`config.mk`:
```
export PLATFORM = sky130hd
export DESIGN_NAME = power_reset_gen
export DESIGN_NICKNAME = d
export VERILOG_FILES = /design/src/rtl/rstgen_pkg.sv /design/src/rtl/rstgen_ctrl.sv /design/src/rtl/rstgen_dp.sv /design/src/rtl/power_reset_gen.sv
export SDC_FILE = /design/constraint.sdc
export NUM_CORES = 1
export LEC_CHECK = 0
export BUFFER_PORTS_ARGS = -buffer_cell sky130_fd_sc_hd__buf_4
export CAP_MARGIN = 30
export CORE_MARGIN = 2
export CORE_UTILIZATION = 34
export CTS_CLUSTER_DIAMETER = 80
export CTS_CLUSTER_SIZE = 10
export DETAILED_ROUTE_END_ITERATION = 8
export MAX_ROUTING_LAYER = met4
export PLACE_DENSITY = 0.59
export SETUP_SLACK_MARGIN = 0.2
export SLEW_MARGIN = 20
export SYNTH_ARGS = -nofsm -noshare
export SYNTH_HDL_FRONTEND = slang
export SYNTH_SLANG_ARGS = --single-unit
```
`constraint.sdc`:
```
create_clock -name clk -period 2.6 [get_ports clk]
set_input_delay 0.39 -clock clk [delete_from_list [all_inputs] [get_ports clk]]
set_output_delay 0.39 -clock clk [all_outputs]
set_load 0.02 [all_outputs]
```
`src/rtl/rstgen_pkg.sv`:
```
package rstgen_pkg;
  typedef struct packed {
    logic supplyLow;
    logic loadTimer;
  } rstStrobe_t;
endpackage

```
`src/rtl/rstgen_ctrl.sv`:
```
module rstgen_ctrl
  import rstgen_pkg::*;
#(
  parameter int GLITCH_CYC = 4
) (
  input  logic       clk,
  input  logic       arstN,
  input  logic       supplyOk,
  input  logic       mrHighIn,
  input  logic       mrLowNIn,
  input  logic       wdExpire,
  output rstStrobe_t strobe,
  output logic       manualHeld
);
  localparam int GW = $clog2(GLITCH_CYC + 1);
  localparam logic [GW-1:0] GLITCH_LAST = GW'(GLITCH_CYC - 1);
  localparam int NSYNC = 3;
  // bit order: {supply, manual high, manual low-n}; reset to inactive levels
  localparam logic [NSYNC-1:0] SYNC_INIT = 3'b001;

  logic [NSYNC-1:0] syncStage [2];
  logic [NSYNC-1:0] syncPrev;
  logic             supGood;
  logic [GW-1:0]    glitchCnt;

  genvar gs;
  generate
    for (gs = 0; gs < 2; gs++) begin : g_sync
      always_ff @(posedge clk or negedge arstN) begin
        if (!arstN) syncStage[gs] <= SYNC_INIT;
        else if (gs == 0) syncStage[gs] <= {supplyOk, mrHighIn, mrLowNIn};
        else syncStage[gs] <= syncStage[gs-1];
      end
    end
  endgenerate

  always_ff @(posedge clk or negedge arstN) begin
    if (!arstN) syncPrev <= SYNC_INIT;
    else        syncPrev <= syncStage[1];
  end

  // symmetric glitch filter on the synchronized supply level
  always_ff @(posedge clk or negedge arstN) begin
    if (!arstN) begin
      supGood   <= 1'b0;
      glitchCnt <= '0;
    end else if (syncStage[1][2] != supGood) begin
      if (glitchCnt == GLITCH_LAST) begin
        supGood   <= syncStage[1][2];
        glitchCnt <= '0;
      end else begin
        glitchCnt <= glitchCnt + 1'b1;
      end
    end else begin
      glitchCnt <= '0;
    end
  end

  logic riseHigh, fallLow;
  assign riseHigh = syncStage[1][1] & ~syncPrev[1];
  assign fallLow  = ~syncStage[1][0] & syncPrev[0];

  assign strobe.supplyLow = ~supGood;
  assign strobe.loadTimer = riseHigh | fallLow | wdExpire;
  assign manualHeld       = syncStage[1][1] | ~syncStage[1][0];
endmodule

```
`src/rtl/rstgen_dp.sv`:
```
module rstgen_dp
  import rstgen_pkg::*;
#(
  parameter int TIMEOUT_CYC = 200
) (
  input  logic       clk,
  input  logic       arstN,
  input  rstStrobe_t strobe,
  output logic       timerBusy
);
  localparam int TW = $clog2(TIMEOUT_CYC + 1);
  localparam logic [TW-1:0] TIMER_FULL = TW'(TIMEOUT_CYC);

  logic [TW-1:0] timer;

  always_ff @(posedge clk or negedge arstN) begin
    if (!arstN)                                    timer <= TIMER_FULL;
    else if (strobe.supplyLow || strobe.loadTimer) timer <= TIMER_FULL;
    else if (timer != '0)                          timer <= timer - 1'b1;
  end

  assign timerBusy = (timer != '0);
endmodule

```
`src/rtl/power_reset_gen.sv`:
```
module power_reset_gen
  import rstgen_pkg::*;
#(
  parameter int TIMEOUT_CYC = 200,
  parameter int GLITCH_CYC  = 4
) (
  input  logic clk,
  input  logic arstN,
  input  logic supplyOk,
  input  logic mrHighIn,
  input  logic mrLowNIn,
  input  logic wdExpire,
  output logic rstOutHigh,
  output logic rstOutLowN,
  output logic rstActive
);
  rstStrobe_t strobe;
  logic       manualHeld;
  logic       timerBusy;

  rstgen_ctrl #(.GLITCH_CYC(GLITCH_CYC)) u_ctrl (
    .clk(clk), .arstN(arstN), .supplyOk(supplyOk), .mrHighIn(mrHighIn),
    .mrLowNIn(mrLowNIn), .wdExpire(wdExpire), .strobe(strobe),
    .manualHeld(manualHeld)
  );

  rstgen_dp #(.TIMEOUT_CYC(TIMEOUT_CYC)) u_dp (
    .clk(clk), .arstN(arstN), .strobe(strobe), .timerBusy(timerBusy)
  );

  assign rstOutHigh = strobe.supplyLow | timerBusy;
  assign rstOutLowN = ~rstOutHigh;
  assign rstActive  = rstOutHigh | manualHeld;
endmodule

```
==> metrics.md, run 1 <==
| Metric | Value |
|---|---|
| Status | `finished clean` |
| Total wire length | `1.41 mm` |
| Min Tclk post-route | `2.30 ns` |
| Via density | `5.00` |
| Slew margin rel. | `71.6%` |
| Final Skew | `0.00986 ns` |
| WP data arrival | `1.91 ns` |
| Seq pwr share | `48.4%` |
| Worst Hold Class | `input pin to flip-flop` |
| Maxcap violations | `0` |
| Pre-CTS WS | `0.403 ns` |
| Antenna violations before repair | `0` |
| Critical Path End Type | `output pin` |
| Wire per inst | `12.1 µm` |
| Sw Share | `26.3%` |
| WL met3 | `56 µm` |
| RSZ-0062 raised after global routing | `no` |
| Cell Area, Synth | `872 µm²` |
| Peak Freq | `0.435 GHz` |
| Synth async-reset ratio | `100%` |
| Setup TNS Final | `0 ns` |
| Post-Synth XOR/XNOR Area | `1.00%` |
| Total of warnings raised by yosys | `0` |
| Cell row count | `18` |
| Worst-path cell chain | `inv_2 > ha_4 > or4b_4 > nor2_4 > nand4b_1 > buf_4` |
| Slew @ Worst Pin | `0.421 ns` |
| Area of the multi-input gates | `365 µm²` |
| Placed Instance Area | `955 µm²` |
| Worst path slowest cell | `or4b_4` |
| Gr usage total | `12.3%` |
| Die area | `2990 µm²` |
| Die width | `54.6 µm` |
| First-pass GRT wire length | `2.50 mm` |
| Antenna cells | `0` |
| Clk Latency, worst-skew pair | `0.30 ns` |
| Bufs on Longest Clock Path | `2` |
| Internal power | `0.000591 W` |
| Most common cell in the netlist | `dfrtp_1` |
| Initial core utilization | `35.5%` |
| I/O Buffers | `8` |
| Top delay family on crit path | `simple AND/OR/NAND/NOR gates` |
| Max FO, Critical Path | `5` |
| Top post-synthesis cells by count | `dfrtp_1, dfstp_2, o21ai_0` |
| Detailed-route DRC error count | `0` |
| Synth cell types | `29` |
| Part of the cycle the worst path needs | `88.5%` |
| #FFs+latches synth | `20` |
| Register Area | `508 µm²` |
| Mux share of post-synthesis cell area | `1.29%` |
| Max rail drop VDD | `468 µV` |
| Final worst slack | `0.299 ns` |
| Synthesized Nets | `82` |
| Top_reg_cell synth | `dfrtp_1` |
| Switching pwr | `0.000211 W` |
| Post-Synth Adder-Cell Area | `4.30%` |
| P_leak | `0.425 nW` |
| Post-Synth Simple-Gate Area | `22.5%` |
| EDFF count, synth | `0` |
| H-tree levels | `1` |
| Vias in the first global route | `576` |
| Fraction of layout cells with a size suffix above 1 | `31.0%` |
| GP Congestion | `0.808` |
| Fillers | `225` |
| # IOs | `9` |
| Clock transition at path regs | `0.12 ns` |
| Die span in y | `54.6 µm` |
| Mapped Cells | `73` |
| Final Setup Violations | `0` |
| Crit path kind | `flip-flop to output pin` |
| Initial detailed-routing violation count | `6` |
| Vias | `585` |
| Total Power Consumption | `0.000802 W` |
| Fin. Hold Viols | `0` |
| Post-synth top area share | `40.2%` |
| Pwr/cell area | `755 nW/µm²` |
| Core Footprint | `2450 µm²` |
| Req. time, crit path | `2.21 ns` |
| Largest net degree at the start of global routing | `21` |
| GR Overflow Total | `0` |
| Largest family of logic cells by synthesized area | `simple AND/OR/NAND/NOR gates` |
| 1st-pass router iterations | `4` |
| Final Instance Area | `1060 µm²` |
| Largest cells by area after synthesis | `dfrtp_1, dfstp_2, ha_1` |
| DR top layer | `met4` |
| Layout Area Growth over Synthesis | `22.0%` |
| Estimated wirelength of the detail-placed design | `1.02 mm` |
| Wl on met1 | `642 µm` |
| Synth Area in Compound Gates | `10.0%` |
| Num CTS Buffers | `3` |
| Seq/Total Area, Yosys | `58.2%` |
| CTS tree | `built` |
| Critical Path Start Type | `flip-flop` |
| ANT nets after route | `0` |
| Clk pwr share | `31.5%` |
| Routed wl met2 | `705 µm` |
| Max-slew violations | `0` |
| Nets | `97` |
| Comb pwr share | `20.1%` |
| Root buffer cell | `clkbuf_4` |
| Post-synth top area cell | `dfrtp_1` |
| CP max stage delay | `0.49 ns` |
| Crit path buffers/inverters | `2` |
| Clock Sinks | `20` |
| Mapped Avg Cell Area | `11.9 µm²` |
==> metal layers <==
metal | vias up | GRT usage [%]
met4 | 0 | 3.75
met3 | 2 | 4.92
met1 | 277 | 14.1
met5 | - | -
li1 | 296 | -
met2 | 10 | 19.6
==> final timing paths <==
path,from,endpoint,slack (ns),depth (start not counted)
min in group asynchronous,arstN,u_dp.timer[2]$_DFFE_PN0P_,0.47,2
min reg2reg,u_ctrl.syncStage[4]$_DFF_PN0_,u_ctrl.syncStage[1]$_DFF_PN0_,0.36,0
max reg2reg,u_dp.timer[0]$_DFFE_PN0P_,u_dp.timer[1]$_DFFE_PN0P_,0.85,5
max in group asynchronous,arstN,u_ctrl.syncStage[0]$_DFF_PN1_,1.85,2
max,u_dp.timer[0]$_DFFE_PN0P_,rstActive,0.30,6
min,mrLowNIn,u_ctrl.syncStage[3]$_DFF_PN1_,0.19,1
==> final cells by class <==
type	instances	share of cell area, %
Clock buffer	3	2.12
Multi-Input combinational cell	49	34.4
Timing Repair Buffer	12	8.71
Sequential cell	20	47.8
Inverter	2	0.706
Tap cell	30	3.53
Clock inverter	1	2.82
==> sequential cells by signal, summed over array words and instances (netlist names) <==
register,cells
u_dp.timer,8
u_ctrl.supGood,1
u_ctrl.syncPrev,2
u_ctrl.glitchCnt,3
u_ctrl.syncStage,6
==> power groups by stage <==
stage | Clock [W] | Sequential (W) | Combinational [W]
3_3_place_gp | 0 | 0.000393 | 0.000141
6_report | 0.000253 | 0.000388 | 0.000162
2_1_floorplan | 0 | 0.000386 | 0.000115
3_5_place_dp | 0 | 0.000396 | 0.000142
5_1_grt | 0.000275 | 0.000395 | 0.000185
4_1_cts | 0.000262 | 0.000389 | 0.000147
==> placed cells by master, fill, tap and decap left out, drive strengths merged <==
cell type    instances
a2111oi              1
a21oi                3
and2                 1
buf                 11
bufinv               1
clkbuf               3
dfrtp               14
dfstp                6
dlygate4sd3          1
ha                   3
inv                  2
mux2                 1
nand2                1
nand2b               3
nand3                1
nand3b               1
nand4b               1
nor2                 2
nor2b                5
nor3                 3
nor3b                2
nor4                 1
nor4b                2
o21ai                6
o21bai               1
o311a                1
o31ai                2
or3                  3
or4                  2
or4b                 2
xnor2                1
==> repair_timing <==
item / in CTS / in global routing
hold endpoints to repair: 14 / 0
pin swaps: 0 / 2
hold buffers: 1 / 0
resized for setup: 3 / 3
setup buffers: 0 / 3
endpoints found under the setup margin: 3 / 2
==> cells by family (layout without fill, tap and decap cells) <==
| kind of cell | after synthesis | after routing |
|---|---|---|
| mux | 1 | 1 |
| compound gates | 14 | 14 |
| xor+xnor | 1 | 1 |
| fa+ha+maj | 3 | 3 |
| flops | 20 | 20 |
| buf+inv | 4 | 18 |
| simple gates | 30 | 30 |
==> per-stage QoR <==
stage	utilization [%]	std cells	hold slack [ns]
after floorplan	-	73	0.0944
after global placement	38.9	109	0.280
after detailed placement	38.9	109	0.282
after CTS	41.9	114	0.167
after global routing	43.3	117	0.153
final	43.3	117	0.189
Power figures use the tool's default switching activity.
==> run 2, diff against run 1 <==
Settings changed: CORE_MARGIN 2 to default, PLACE_DENSITY 0.59 to default, PLACE_DENSITY_LB_ADDON from default to 0.1.
==> metrics.md, run 2 (synthesis gave the netlist of run 1 again) <==
| Metric | Value |
|---|---|
| Status | `finished clean` |
| First-pass GRT wire length | `2.53 mm (+1.1%)` |
| Max-slew violations | `0 (unchanged)` |
| Clk pwr share | `31.6% (about the same)` |
| WP data arrival | `1.93 ns (+0.02 ns)` |
| I/O Buffers | `8 (unchanged)` |
| RSZ-0062 raised after global routing | `no` |
| Reg2Reg Launch Point | `u_dp.timer[0]$_DFFE_PN0P_` |
| Largest net degree at the start of global routing | `21 (unchanged)` |
| Maxcap violations | `0 (unchanged)` |
| Seq pwr share | `48.3% (about the same)` |
| Slew margin rel. | `69.4% (-2.2 points)` |
| Via density | `5.29 (+5.9%)` |
| Critical Path End Type | `output pin` |
| Most frequent cells in the layout | `dfrtp_1, buf_4, o21ai_0, dfstp_2, nor2b_1` |
| Most common cell after layout, fill and taps aside | `dfrtp_1` |
| Sw Share | `27.0% (+0.69 points)` |
| Part of the cycle the worst path needs | `89.3% (+0.79 points)` |
| Clock Sinks | `20 (unchanged)` |
| CP max stage delay | `0.51 ns (+0.02 ns)` |
| Peak Freq | `0.431 GHz (-0.89%)` |
| Crit path kind | `flip-flop to output pin` |
| Clk Latency, worst-skew pair | `0.31 ns (about the same)` |
| Max reg flops | `8 (unchanged)` |
| Antenna cells | `0 (unchanged)` |
| Die width | `52.6 µm (-3.7%)` |
| Most flop-heavy register | `u_dp.timer` |
| GP Congestion | `0.800 (-0.90%)` |
| Fraction of layout cells with a size suffix above 1 | `31.8% (+0.78 points)` |
| Critical Path Start Type | `flip-flop` |
| Antenna violations before repair | `0 (unchanged)` |
| H-tree levels | `1 (unchanged)` |
| Root buffer cell | `clkbuf_4` |
| Wire per inst | `13.2 µm (+9.8%)` |
| Total Power Consumption | `0.000810 W (+0.90%)` |
| Crit path buffers/inverters | `2 (unchanged)` |
| Estimated wirelength of the detail-placed design | `1.03 mm (+1.5%)` |
| Register Area | `508 µm² (unchanged)` |
| # IOs | `9 (unchanged)` |
| P_leak | `0.430 nW (+1.3%)` |
| GR Overflow Total | `0 (unchanged)` |
| Min Tclk post-route | `2.32 ns (+0.0206 ns)` |
| Final Skew | `0.00954 ns (-0.000323 ns)` |
| ANT nets after route | `0 (unchanged)` |
| Biggest regs | `u_dp.timer: 8 flops, u_ctrl.syncStage: 6 flops, u_ctrl.glitchCnt: 3 flops` |
| Initial detailed-routing violation count | `11 (+5)` |
| Fin. Hold Viols | `0 (unchanged)` |
| Num CTS Buffers | `3 (unchanged)` |
| Hold Startpoint | `mrLowNIn` |
| Vias in the first global route | `593 (+3.0%)` |
| Max FO, Critical Path | `5 (unchanged)` |
| Switching pwr | `0.000218 W (+3.5%)` |
| Die area | `2770 µm² (-7.2%)` |
| Worst Hold Class | `input pin to flip-flop` |
| Worst path slowest cell | `or4b_4` |
| 1st-pass router iterations | `4 (unchanged)` |
| Detailed-route DRC error count | `0 (unchanged)` |
| Bufs on Longest Clock Path | `2 (unchanged)` |
| Final Setup Violations | `0 (unchanged)` |
| Req. time, crit path | `2.21 ns (about the same)` |
| Pwr/cell area | `758 nW/µm² (+0.42%)` |
| Comb pwr share | `20.1% (about the same)` |
| Worst-path cell chain | `inv_2 > ha_4 > or4b_4 > nor2_4 > nand4b_1 > buf_4` |
| Cell row count | `17 (-1)` |
| Nets | `98 (+1.0%)` |
| Gr usage total | `13.4% (+1.2 points)` |
| Area of the multi-input gates | `365 µm² (unchanged)` |
| CTS tree | `built` |
| Top delay family on crit path | `simple AND/OR/NAND/NOR gates` |
| Max rail drop VDD | `444 µV (-5.2%)` |
| Fillers | `212 (-5.8%)` |
| Layout Area Growth over Synthesis | `22.5%` |
| Setup TNS Final | `0 ns (unchanged)` |
| Initial core utilization | `37.6% (+2.1 points)` |
| Slew @ Worst Pin | `0.456 ns (+0.0348 ns)` |
| Crit path from | `u_dp.timer[0]$_DFFE_PN0P_` |
| Clock transition at path regs | `0.12 ns (about the same)` |
| Core Footprint | `2320 µm² (-5.6%)` |
| Vias | `614 (+5.0%)` |
| Total wire length | `1.54 mm (+8.9%)` |
| Die span in y | `52.6 µm (-3.7%)` |
| R2R Setup Slk | `0.82 ns (-0.03 ns)` |
| Internal power | `0.000591 W (about the same)` |
[run 2: cell count changes in the layout (fill, tap and decap cells not counted)]
cell,previous run,this run
buf_4,11,12
[run 2: final timing paths]
path | endpoint | depth (start not counted)
max in group asynchronous | u_ctrl.syncPrev[0]$_DFF_PN1_ | 2
worst max-delay path | rstActive | 6
worst min-delay path | u_ctrl.syncStage[3]$_DFF_PN1_ | 1
min in group asynchronous | u_dp.timer[5]$_DFFE_PN0P_ | 2
worst max register to register | u_dp.timer[1]$_DFFE_PN0P_ | 5
worst min register to register | u_ctrl.syncStage[0]$_DFF_PN1_ | 0
[run 2: per-layer routing]
layer / vias up / global-route usage (%) / part of all wire, %
met3: 2 / 6.09 / 3.5
met2: 10 / 22.2 / 50
met1: 300 / 14.5 / 46
met5: - / - / 0
met4: 0 / 3.95 / 0.59
li1: 302 / - / -
[run 2: power by group through the flow]
| stage | clock (W) | sequential, W | combinational [W] |
|---|---|---|---|
| 3_3_place_gp | 0 | 0.000396 | 0.000141 |
| 6_report | 0.000256 | 0.000391 | 0.000163 |
| 4_1_cts | 0.000266 | 0.000392 | 0.000146 |
| 3_5_place_dp | 0 | 0.000397 | 0.000144 |
| 2_1_floorplan | 0 | 0.000386 | 0.000115 |
| 5_1_grt | 0.000282 | 0.000398 | 0.000182 |
[run 2: layout make-up]
type,count,area share (%)
repair buffers,13,9.37
multi-input cells,49,34.2
well taps,28,3.28
flip-flops and latches,20,47.5
inverters,2,0.703
clock inverters,1,2.81
clock buffers,3,2.11
[run 2: metrics by stage]
stage          util, %  instance area, µm²  cells  setup WS (ns)  hold slack (ns)
3_3_place_gp      41.1                 952    107          0.461            0.284
4_1_cts           44.0                1020    112          0.224            0.163
6_report          46.1                1070    116          0.278            0.186
5_1_grt           46.1                1070    116          0.185            0.151
2_1_floorplan        -                 872     73          0.594           0.0944
3_5_place_dp      41.1                 952    107          0.434            0.288
[run 2: repair_timing]
| action | in CTS | in global routing |
|---|---|---|
| hold buffers | 1 | 0 |
| hold endpoints to repair | 14 | 0 |
| endpoints found under the setup margin | 3 | 3 |
| cloned | 0 | 0 |
| pin swaps | 0 | 2 |
| resized for setup | 2 | 4 |
| buffers inserted | 0 | 4 |
==> run 3, diff against run 2 <==
Settings changed: CORE_UTILIZATION 34 to 30.
==> metrics.md, run 3 (synthesis gave the netlist of run 1 again) <==
| Metric | Value |
|---|---|
| Antenna violations before repair | `0 (unchanged)` |
| Hold Startpoint | `mrLowNIn` |
| RSZ-0062 raised after global routing | `yes` |
| Biggest regs | `u_dp.timer: 8 flops, u_ctrl.syncStage: 6 flops, u_ctrl.glitchCnt: 3 flops` |
| CTS tree | `built` |
| WP data arrival | `1.90 ns (-0.03 ns)` |
| Clk Latency, worst-skew pair | `0.31 ns (about the same)` |
| Max reg flops | `8 (unchanged)` |
| ANT nets after route | `0 (unchanged)` |
| Final Skew | `0.00187 ns (-0.00767 ns)` |
| Final core utilization | `38.3% (-7.7 points)` |
| Placed Instance Area | `956 µm² (+0.39%)` |
| Worst-path cell chain | `inv_2 > ha_4 > or4b_4 > nor2_4 > nand4b_1 > buf_4` |
| Pwr/cell area | `758 nW/µm² (about the same)` |
| Most common cell after layout, fill and taps aside | `dfrtp_1` |
| Slew @ Worst Pin | `0.563 ns (+0.108 ns)` |
| Cell row count | `19 (+2)` |
| Detailed-route DRC error count | `0 (unchanged)` |
| Part of the cycle the worst path needs | `88.1% (-1.2 points)` |
| Most frequent cells in the layout | `dfrtp_1, buf_4, o21ai_0, dfstp_2, nor2b_1` |
| Crit path kind | `flip-flop to output pin` |
| Die width | `55.9 µm (+6.2%)` |
| GR Overflow Total | `0 (unchanged)` |
| Finished Layout Cells | `117 (+0.86%)` |
| Final Instance Area | `1060 µm² (-1.1%)` |
| Total wire length | `1.58 mm (+2.9%)` |
| Maxcap violations | `0 (unchanged)` |
| Final worst slack | `0.309 ns (+0.0308 ns)` |
| H-tree levels | `1 (unchanged)` |
| First-pass GRT wire length | `2.69 mm (+6.6%)` |
| Fin. Hold Viols | `0 (unchanged)` |
| Reg2Reg Launch Point | `u_dp.timer[1]$_DFFE_PN0P_` |
| Via density | `5.00 (-5.5%)` |
| Pre-CTS WS | `0.434 ns (+0.000142 ns)` |
| Fraction of layout cells with a size suffix above 1 | `31.4% (-0.42 points)` |
| Req. time, crit path | `2.21 ns (about the same)` |
| Max-slew violations | `0 (unchanged)` |
| Root buffer cell | `clkbuf_4` |
| Max rail drop VDD | `470 µV (+5.8%)` |
| Fillers | `269 (+27%)` |
| Worst Hold Class | `input pin to flip-flop` |
| Setup TNS Final | `0 ns (unchanged)` |
| Gr usage total | `11.9% (-1.5 points)` |
| Initial detailed-routing violation count | `3 (-8)` |
| GP Congestion | `0.731 (-8.7%)` |
| Layout Area Growth over Synthesis | `21.2%` |
| 1st-pass router iterations | `4 (unchanged)` |
| I/O Buffers | `8 (unchanged)` |
| Largest net degree at the start of global routing | `21 (unchanged)` |
| # IOs | `9 (unchanged)` |
| Clock Sinks | `20 (unchanged)` |
| Antenna cells | `0 (unchanged)` |
| Min Tclk post-route | `2.29 ns (-0.0309 ns)` |
| Critical Path End Type | `output pin` |
| Clock transition at path regs | `0.12 ns (about the same)` |
| P_leak | `0.419 nW (-2.5%)` |
| Bufs on Longest Clock Path | `2 (unchanged)` |
| Vias in the first global route | `599 (+1.0%)` |
| Die area | `3130 µm² (+13%)` |
| CP max stage delay | `0.50 ns (about the same)` |
| Worst path slowest cell | `or4b_4` |
| Core Footprint | `2760 µm² (+19%)` |
| Crit path from | `u_dp.timer[1]$_DFFE_PN0P_` |
| Vias | `585 (-4.7%)` |
| Final Setup Violations | `0 (unchanged)` |
| Die span in y | `55.9 µm (+6.2%)` |
| Wire per inst | `13.5 µm (+2.1%)` |
| Max FO, Critical Path | `5 (unchanged)` |
| Peak Freq | `0.437 GHz (+1.3%)` |
| Placed cell count | `110 (+2.8%)` |
| Slew margin rel. | `61.9% (-7.5 points)` |
| Most flop-heavy register | `u_dp.timer` |
| Status | `finished clean` |
| Num CTS Buffers | `3 (unchanged)` |
| Critical Path Start Type | `flip-flop` |
| Initial core utilization | `31.6% (-6.0 points)` |
| Nets | `96 (-2.0%)` |
[run 3: layout make-up]
cell class	instances	area [µm²]	area share, %
multi-input combinational	49	365	34.6
sequential	20	508	48.0
clock buffer	3	22.5	2.13
inverter	2	7.51	0.710
timing repair buffer	11	85.1	8.05
tap	31	38.8	3.67
clock inverter	1	30.0	2.84
[run 3: critical path, delay by kind of cell, from the launching register on]
family	cells	cell delay, ns
fa+ha+maj	1	0.13
buf+inv	2	0.26
flops	1	0.43
simple gates	3	0.77
[run 3: stage by stage]
step / hold slack, ns / power, W
after floorplan: 0.0944 / 0.000501
after global placement: 0.285 / 0.000539
after detailed placement: 0.285 / 0.000542
after CTS: 0.161 / 0.000810
after global routing: 0.151 / 0.000860
final: 0.174 / 0.000802
[run 3: what timing repair did]
action,CTS,global route
hold endpoints to repair,14,0
hold buffers,1,0
pin swaps,0,3
setup buffers,0,2
gates resized for setup,2,5
setup endpoints to repair,3,3
[run 3: metal layers]
metal	part of all wire [%]	wire length, µm	GRT usage (%)	up-vias
met5	0	0	-	-
met4	1.8	29	5.23	0
met3	3.4	53	4.88	4
met2	48	760	19.1	11
met1	47	736	13.1	277
li1	-	-	-	293
[run 3: power by group]
part	switching [W]	internal [W]
combinational	0.0000798	0.0000749
clock	0.000101	0.000156
sequential	0.0000364	0.000354
[run 3: final timing paths]
check | slack (ns) | end | cells past startpoint
max | 0.31 | rstActive | 6
min reg2reg | 0.36 | u_ctrl.syncStage[1]$_DFF_PN0_ | 0
max in group asynchronous | 1.86 | u_dp.timer[6]$_DFFE_PN1P_ | 2
min | 0.17 | u_ctrl.syncStage[3]$_DFF_PN1_ | 1
max reg2reg | 0.89 | u_dp.timer[0]$_DFFE_PN0P_ | 6
min in group asynchronous | 0.48 | u_dp.timer[4]$_DFFE_PN0P_ | 2
